--- src/rtl/lcd_drv_pkg.sv ---
package lcd_drv_pkg;

  localparam int LVL_W   = 3;
  localparam int PHASE_W = 2;

  typedef enum logic [LVL_W-1:0] {
    LVL_GND       = 3'd0,
    LVL_THIRD     = 3'd1,
    LVL_HALF      = 3'd2,
    LVL_TWO_THIRD = 3'd3,
    LVL_FULL      = 3'd4
  } level_e;

  // Strobes from frame control to the level datapath
  typedef struct packed {
    logic [PHASE_W-1:0] phase;   // active common index
    logic               invert;  // second half of frame
    logic               halted;  // sleep or system reset
    logic               rstHold; // system reset only
  } drv_strobe_t;

endpackage

--- src/rtl/lcd_frame_ctrl.sv ---
module lcd_frame_ctrl
  import lcd_drv_pkg::*;
#(
  parameter int NUM_COM    = 3,
  parameter int SLOT_TICKS = 64
) (
  input  logic        clk,
  input  logic        rst_n,
  input  logic        tick,
  input  logic        sleepReq,
  input  logic        sysReset,
  output drv_strobe_t strb
);

  localparam int CNT_W = $clog2(SLOT_TICKS);
  localparam logic [CNT_W-1:0]   LAST_TICK  = CNT_W'(SLOT_TICKS - 1);
  localparam logic [PHASE_W-1:0] LAST_PHASE = PHASE_W'(NUM_COM - 1);

  logic [CNT_W-1:0]   tickCnt;
  logic [PHASE_W-1:0] phaseQ;
  logic               invQ;
  logic               haltNow;

  assign haltNow = sleepReq | sysReset;

  always_ff @(posedge clk or negedge rst_n) begin
    if (!rst_n) begin
      tickCnt <= '0;
      phaseQ  <= '0;
      invQ    <= 1'b0;
    end else if (haltNow) begin
      tickCnt <= '0;
      phaseQ  <= '0;
      invQ    <= 1'b0;
    end else if (tick) begin
      if (tickCnt == LAST_TICK) begin
        tickCnt <= '0;
        if (phaseQ == LAST_PHASE) begin
          phaseQ <= '0;
          invQ   <= ~invQ;
        end else begin
          phaseQ <= phaseQ + 1'b1;
        end
      end else begin
        tickCnt <= tickCnt + 1'b1;
      end
    end
  end

  always_comb begin
    strb.phase   = phaseQ;
    strb.invert  = invQ;
    strb.halted  = haltNow;
    strb.rstHold = sysReset;
  end

endmodule

--- src/rtl/lcd_level_dp.sv ---
module lcd_level_dp
  import lcd_drv_pkg::*;
#(
  parameter int NUM_COM  = 3,
  parameter int NUM_SEG  = 16,
  parameter int NUM_PORT = 4,
  parameter int PSEL_W   = 3
) (
  input  logic                        clk,
  input  logic                        rst_n,
  input  drv_strobe_t                 strb,
  input  logic [NUM_COM*NUM_SEG-1:0]  dispBits,
  input  logic                        biasHalf,
  input  logic                        segBlank,
  input  logic [PSEL_W-1:0]           portSel,
  output logic [NUM_COM*LVL_W-1:0]    comLevel,
  output logic [NUM_SEG*LVL_W-1:0]    segLevel
);

  localparam logic [PSEL_W-1:0] PORT_MAX = PSEL_W'(NUM_PORT);

  logic [PSEL_W-1:0] portCnt;
  logic [LVL_W-1:0]  comNext [NUM_COM];
  logic [LVL_W-1:0]  segNext [NUM_SEG];
  logic [LVL_W-1:0]  segOnLvl;
  logic [LVL_W-1:0]  segOffLvl;

  assign portCnt = (portSel > PORT_MAX) ? PORT_MAX : portSel;

  // Segment levels for the current polarity and bias
  always_comb begin
    if (strb.invert) begin
      segOnLvl  = LVL_FULL;
      segOffLvl = biasHalf ? LVL_GND : LVL_THIRD;
    end else begin
      segOnLvl  = LVL_GND;
      segOffLvl = biasHalf ? LVL_FULL : LVL_TWO_THIRD;
    end
  end

  for (genvar c = 0; c < NUM_COM; c++) begin : g_com
    always_comb begin
      if (strb.halted) begin
        comNext[c] = LVL_GND;
      end else if (strb.phase == PHASE_W'(c)) begin
        comNext[c] = strb.invert ? LVL_GND : LVL_FULL;
      end else if (biasHalf) begin
        comNext[c] = LVL_HALF;
      end else begin
        comNext[c] = strb.invert ? LVL_TWO_THIRD : LVL_THIRD;
      end
    end
  end

  for (genvar s = 0; s < NUM_SEG; s++) begin : g_seg
    logic [NUM_COM-1:0] cellBits;
    logic               cellOn;
    logic [LVL_W-1:0]   waveLvl;
    assign cellBits = dispBits[s*NUM_COM +: NUM_COM];
    assign cellOn   = !segBlank && cellBits[strb.phase];
    assign waveLvl  = strb.halted ? LVL_GND : (cellOn ? segOnLvl : segOffLvl);

    if (s < NUM_PORT) begin : g_port
      logic portOn;
      assign portOn = (PSEL_W'(s) < portCnt) && !strb.rstHold;
      assign segNext[s] = portOn ? (cellBits[0] ? LVL_FULL : LVL_GND) : waveLvl;
    end else begin : g_plain
      assign segNext[s] = waveLvl;
    end
  end

  always_ff @(posedge clk or negedge rst_n) begin
    if (!rst_n) begin
      comLevel <= '0;
      segLevel <= '0;
    end else begin
      for (int c = 0; c < NUM_COM; c++) comLevel[c*LVL_W +: LVL_W] <= comNext[c];
      for (int s = 0; s < NUM_SEG; s++) segLevel[s*LVL_W +: LVL_W] <= segNext[s];
    end
  end

endmodule

--- src/rtl/lcd_wave_gen.sv ---
module lcd_wave_gen
  import lcd_drv_pkg::*;
#(
  parameter int NUM_COM    = 3,
  parameter int NUM_SEG    = 16,
  parameter int NUM_PORT   = 4,
  parameter int PSEL_W     = 3,
  parameter int SLOT_TICKS = 64
) (
  input  logic                       clk,
  input  logic                       rst_n,
  input  logic                       tick,
  input  logic [NUM_COM*NUM_SEG-1:0] dispBits,
  input  logic                       biasHalf,
  input  logic                       segBlank,
  input  logic                       sleepReq,
  input  logic                       sysReset,
  input  logic [PSEL_W-1:0]          portSel,
  output logic [NUM_COM*LVL_W-1:0]   comLevel,
  output logic [NUM_SEG*LVL_W-1:0]   segLevel
);

  drv_strobe_t strb;

  lcd_frame_ctrl #(
    .NUM_COM   (NUM_COM),
    .SLOT_TICKS(SLOT_TICKS)
  ) u_ctrl (
    .clk     (clk),
    .rst_n   (rst_n),
    .tick    (tick),
    .sleepReq(sleepReq),
    .sysReset(sysReset),
    .strb    (strb)
  );

  lcd_level_dp #(
    .NUM_COM (NUM_COM),
    .NUM_SEG (NUM_SEG),
    .NUM_PORT(NUM_PORT),
    .PSEL_W  (PSEL_W)
  ) u_dp (
    .clk     (clk),
    .rst_n   (rst_n),
    .strb    (strb),
    .dispBits(dispBits),
    .biasHalf(biasHalf),
    .segBlank(segBlank),
    .portSel (portSel),
    .comLevel(comLevel),
    .segLevel(segLevel)
  );

endmodule

--- config.mk ---
export PLATFORM = sky130hd
export DESIGN_NAME = lcd_wave_gen
export DESIGN_NICKNAME = d
export VERILOG_FILES = /design/src/rtl/lcd_drv_pkg.sv /design/src/rtl/lcd_frame_ctrl.sv /design/src/rtl/lcd_level_dp.sv /design/src/rtl/lcd_wave_gen.sv
export SDC_FILE = /design/constraint.sdc
export NUM_CORES = 1
export LEC_CHECK = 0
export BUFFER_PORTS_ARGS = -buffer_cell sky130_fd_sc_hd__buf_2
export CAP_MARGIN = 40
export CORE_ASPECT_RATIO = 2
export CORE_MARGIN = 4
export CORE_UTILIZATION = 40
export DETAILED_ROUTE_END_ITERATION = 8
export HOLD_SLACK_MARGIN = 0.06
export PLACE_DENSITY = 0.68
export SYNTH_ARGS = -nofsm -noshare
export SYNTH_HDL_FRONTEND = slang
export SYNTH_SLANG_ARGS = --single-unit
--- constraint.sdc ---
create_clock -name clk -period 3.1 [get_ports clk]
set_clock_uncertainty 0.2 [all_clocks]
set_input_delay 0.62 -clock clk [delete_from_list [all_inputs] [get_ports clk]]
set_output_delay 0.62 -clock clk [all_outputs]
set_load 0.05 [all_outputs]
[Word level (Yosys, flattened, before mapping)]
Cells that the tools add are included.
Word-level totals
  bits in registers: 66
  word-level logic and storage cells: 143
  output and inout port bits: 57
Operators by class
  reductions and logical operators: 28
  equal/unequal tests: 3
  order comparisons: 6
  bitwise logic cells: 2
  muxes and demuxes: 97
  $add $sub $neg: 2
Operator list (count)
  two-way mux 3 bit: 52
  binary-select mux 1 bit (select 2 bit): 16
  two-way mux 1 bit: 21
  logical AND 1 bit: 20
  two-way mux 6 bit: 3
  two-way mux 2 bit: 5
  adder 6 x 1 -> 6 bit, second input constant: 1
  equality test 6 bit, second input constant: 1
  less-than comparator 1 x 3 -> 1 bit, first input constant: 2
  less-than comparator 2 x 3 -> 1 bit, first input constant: 2
  nonzero test 2 bit: 3
  > comparator 3 bit, second input constant: 1
  less-than comparator 2 x 3 -> 1 bit, second input constant: 1
  AND reduction 3 bit: 1
  adder 2 x 1 -> 2 bit, second input constant: 1
  equality test 2 x 1 -> 1 bit, second input constant: 1
  equality test 2 bit, second input constant: 1
  logical NOT 1 bit: 2
  logical NOT 2 bit: 1
  AND reduction 2 bit: 1
  inverter 1 bit: 1
  bitwise OR 1 bit: 1

[Depth between registers and ports, before layout]
  depth after elaboration: 6
  gate-level depth with buffers: 7
  mapped depth without buffers: 5

[Modules after synthesis]
A second synthesis with hierarchy kept.
Unflattened totals
  cells, all modules: 277
  area, all modules: 2932.8 µm²
By module, submodules not included
  lcd_level_dp: area an instance 2436.1 µm², seq. area each 1426.4 µm², instances 1, cells an instance 225
  lcd_frame_ctrl: area an instance 496.7 µm², seq. area each 225.2 µm², instances 1, cells an instance 52

[Least setup slack after synthesis]
Ideal clock, no wire load.
  kind: input to register
  from: input port sleepReq
  to: register u_dp.segLevel[8]
  buffers on the path: 1
  arrival: 1.661 ns
  library setup time: 0.080 ns
  stages on the path: 4
  path slack: 1.159 ns
  cell sequence: or3b_1 > buf_2 > or4b_4 > o211ai_2
RTL lines
  start, declared: line lcd_wave_gen.sv:16  | input logic sleepReq,
  end signal, assigned: line lcd_level_dp.sv:75  | segLevel <= '0;
  end, declared: line lcd_level_dp.sv:17  | output logic [NUM_SEG*LVL_W-1:0] segLevel

[Worst setup path after layout]
  from: register u_ctrl.phaseQ[1]
  to: register u_dp.segLevel[35]
On the way
  cells in the longest elaborated chain, start to end: 5
Ends and longest elaborated chain
  start, declared: line lcd_frame_ctrl.sv:20  | logic [PHASE_W-1:0] phaseQ;
  start signal, assigned: line lcd_frame_ctrl.sv:42  | phaseQ <= phaseQ + 1'b1;
  binary-select mux 1 bit (select 2 bit): line lcd_level_dp.sv:60  | assign cellOn = !segBlank && cellBits[strb.phase];
  two-way mux 1 bit (not written as such): line lcd_level_dp.sv:60
  logical AND 1 bit: line lcd_level_dp.sv:60
  two-way mux 3 bit (2 in a row): line lcd_level_dp.sv:61  | assign waveLvl = strb.halted ? LVL_GND : (cellOn ? segOnLvl : segOffLvl);
  net u_dp.g_seg[11].waveLvl[2]: line lcd_level_dp.sv:58  | logic [LVL_W-1:0] waveLvl;
The timed path passes the listed nets, and every way through them passes these cells. The select of a mux whose other input is x is not followed.
A chain may end at the register's enable or synchronous reset.

==> results.yml <==
routing:
  firstDrtPassIters: 4
  initialDrtViolationCount: 118
  avgRoutedWirePerCell_um: 16.5
  drc: 0
  drtAntennaViolNets: 0
  viasPerCell: 5.08
  totalWireLength_um: 7970
  vias: 2458
global_route:
  grt_util_met3_pct: 4.12
  grt-ovfl-total: 0
  grt_pass1_vias: 2540
  grt_pass1_wl_um: 12200
  grt_max_degree: 36
  met2_usage_pct: 35.3
  use_met1_pct: 19.1
  grt_busiest_layer: "met2"
  track_usage_pct: 19.4
  grt_antenna_before_repair: 0
setup_path:
  startpoint_type: "flop"
  arrival_ns: 2.37
  startpoint: "u_ctrl.phaseQ[1]"
  r2r-start: "u_ctrl.phaseQ[1]"
  critPathRequiredTime_ns: 3.13
  cpPeakStageDelay_ns: 0.83
  cp_cell_sequence: "buf_4, mux2i_1, or2_2, a21oi_1, mux2i_1"
  timing.critical_path.mode_cell: "mux2i_1"
  cp-end-kind: "flop"
  cp_slowest_cell: "dfrtp_1"
  crit_type: "reg2reg"
  crit_fanout: 20
cells_and_area:
  n_antenna_cell: 0
  final.fill_count: 631
  area_growth_pct: 33.3
  layout-drive-gt1-share_pct: 38.3
  nNetsFinal: 448
sta:
  hold_viol: 0
  period_minus_slack_ns: 2.34
  clock.fmax_ghz: 0.428
  rsz0062_at_grt: "false"
  min_period_over_period_pct: 75.4
  relSlewSlack_pct: 49.3
  final-setup-viol-count: 0
  hold-worst-slack_ns: 0.307
  drv_slew: 0
  worst_pin_slew_ns: 0.760
  tns_ns: 0
floorplan:
  fp.dieH_um: 128
  rows: 43
  die_x_um: 68.0
  start_util_pct: 41.2
  core_um2: 6990
  pin_count: 115
  die-area_um2: 8710
yosys:
  synthCells: 273
  synth_cell_type_count: 40
  async_reset_ff_share_pct: 100
  syn_area_um2: 2880
  synth-seq-area-share_pct: 57.3
  synth_warnings: 0
  ys_seq_elements: 66
  syn_avg_cell_area_um2: 10.6
  synth_edf_count: 0
  synthFlopType: "dfrtp_1"
  syn-num-nets: 332
clock_network:
  clk-insertion-delay-late_ns: 0.32
  cts-buffers-inserted: 9
  cts_tree: "done"
  cts_setup_buffers: 0
  cts.sinks: 66
  cts.clk_slew.worst_paths_ns: 0.05
  htreeDepth: 3
  clk_path_buf_depth: 2
  cts_root_buffer: "clkbuf_16"
job:
  cap_violations: 0
power:
  leakage_nw: 2.00
  ir_worst_vdd_mv: 0.327
  power_density_nw_per_um2: 550
  power_mw: 2.11
hold_path:
  min_path_type: "in2reg"
  hp-start: "portSel[0]"
place:
  io_buffer_count: 114
  globalplace.congestion: 0.850
  dp_hpwl_um: 6020
outcome:
  status: "finished clean"
==> metrics by stage <==
| step | utilization [%] | worst slack, ns | std cells | cell area [um^2] |
|---|---|---|---|---|
| global placement | 50.5 | 0.835 | 466 | 3530 |
| floorplan | - | 1.16 | 273 | 2880 |
| CTS | 54.9 | 0.757 | 484 | 3840 |
| global route | 54.9 | 0.568 | 484 | 3840 |
| detailed placement | 50.8 | 0.786 | 467 | 3550 |
| finish | 54.9 | 0.763 | 484 | 3840 |
==> cells in the mapped netlist (2+ instances only) <==
library cell | number | area (um^2)
nor2_1 | 45 | 169
buf_2 | 5 | 25.0
nand2b_1 | 5 | 31.3
clkbuf_1 | 10 | 37.5
or3_1 | 4 | 25.0
nor3_1 | 6 | 30.0
mux2i_1 | 27 | 270
nor2b_1 | 8 | 50.1
inv_1 | 2 | 7.51
xor2_1 | 2 | 17.5
nand4_1 | 4 | 25.0
nor4_1 | 2 | 12.5
o21a_1 | 3 | 22.5
a211oi_1 | 3 | 22.5
nand2_1 | 18 | 67.6
a21oi_1 | 18 | 90.1
nand3_1 | 3 | 15.0
o21ai_0 | 7 | 35.0
or2_2 | 13 | 81.3
dfrtp_1 | 66 | 1650
and2_1 | 2 | 12.5
o211ai_1 | 2 | 15.0
==> sequential cells by signal, summed over array words and instances (netlist names) <==
register and cells:
u_dp.segLevel 48, u_dp.comLevel 9, u_ctrl.tickCnt 6, u_ctrl.phaseQ 2
u_ctrl.invQ 1
==> final timing paths <==
path / endpoint / slack (ns) / depth (start not counted)
max: u_dp.segLevel[35] / 0.76 / 5
min: u_dp.segLevel[1] / 0.31 / 2
max reg2reg: u_dp.segLevel[35] / 0.76 / 5
min reg2reg: u_ctrl.tickCnt[5] / 0.36 / 2
max in group asynchronous: u_dp.comLevel[2] / 1.56 / 4
min in group asynchronous: u_dp.segLevel[46] / 0.47 / 2
==> placed cells by master (no fill, tap or decap), types with 4 or more instances in the layout <==
master,n
nand4_1,4
dfrtp_1,66
or2_2,13
buf_2,114
nor2b_1,8
nor2_1,45
nand2b_1,5
o21ai_0,7
clkbuf_1,4
or3_1,4
clkbuf_16,9
mux2i_1,27
nor3_1,6
buf_4,7
nand2_1,18
a21oi_1,18
==> final cells by class <==
type	instances	area (um^2)	share of cell area, %
multi-input cells	187	1140	29.6
clock buffers	13	240	6.25
inverters	2	7.51	0.195
repair buffers	123	653	17.0
flip-flops and latches	66	1650	43.0
clock inverters	3	40.0	1.04
well taps	90	113	2.93
==> kinds of logic (layout without fill, tap and decap cells) <==
kind of cell | Yosys count | in the layout | synth area share, %
and+or+nand+nor | 117 | 117 | 20.3
DFF | 66 | 66 | 57.3
AOI/OAI and AO/OA | 39 | 39 | 8.34
muxes | 28 | 28 | 9.77
buffers and inverters | 20 | 141 | 3.21
xor gates and xnor gates | 2 | 2 | 0.608
adders and majority gates | 1 | 1 | 0.434
==> worst max-delay path: cells and delay by family (launching register included) <==
family	cells	cell delay, ns
AND/OR/NAND/NOR	1	0.27
multiplexers	2	0.34
flip-flops	1	0.83
buffers and inverters	1	0.32
AO/OA/AOI/OAI	1	0.28
==> per-layer routing <==
layer	vias up	wire length [um]
li1	1156	-
met1	1176	2690
met2	103	4500
met3	23	466
met4	0	309
met5	-	0
==> power by group <==
| part | switching (mW) | internal [mW] |
|---|---|---|
| sequential | 0.00866 | 0.888 |
| clock | 0.334 | 0.620 |
| combinational | 0.183 | 0.0805 |
| total | 0.526 | 1.59 |
==> what timing repair did <==
action                    in CTS  in global routing
hold endpoints to repair       5                  0
hold buffers                   1                  0
gates resized for setup        0                  0
Note: power is estimated with default switching activity, not from simulation.
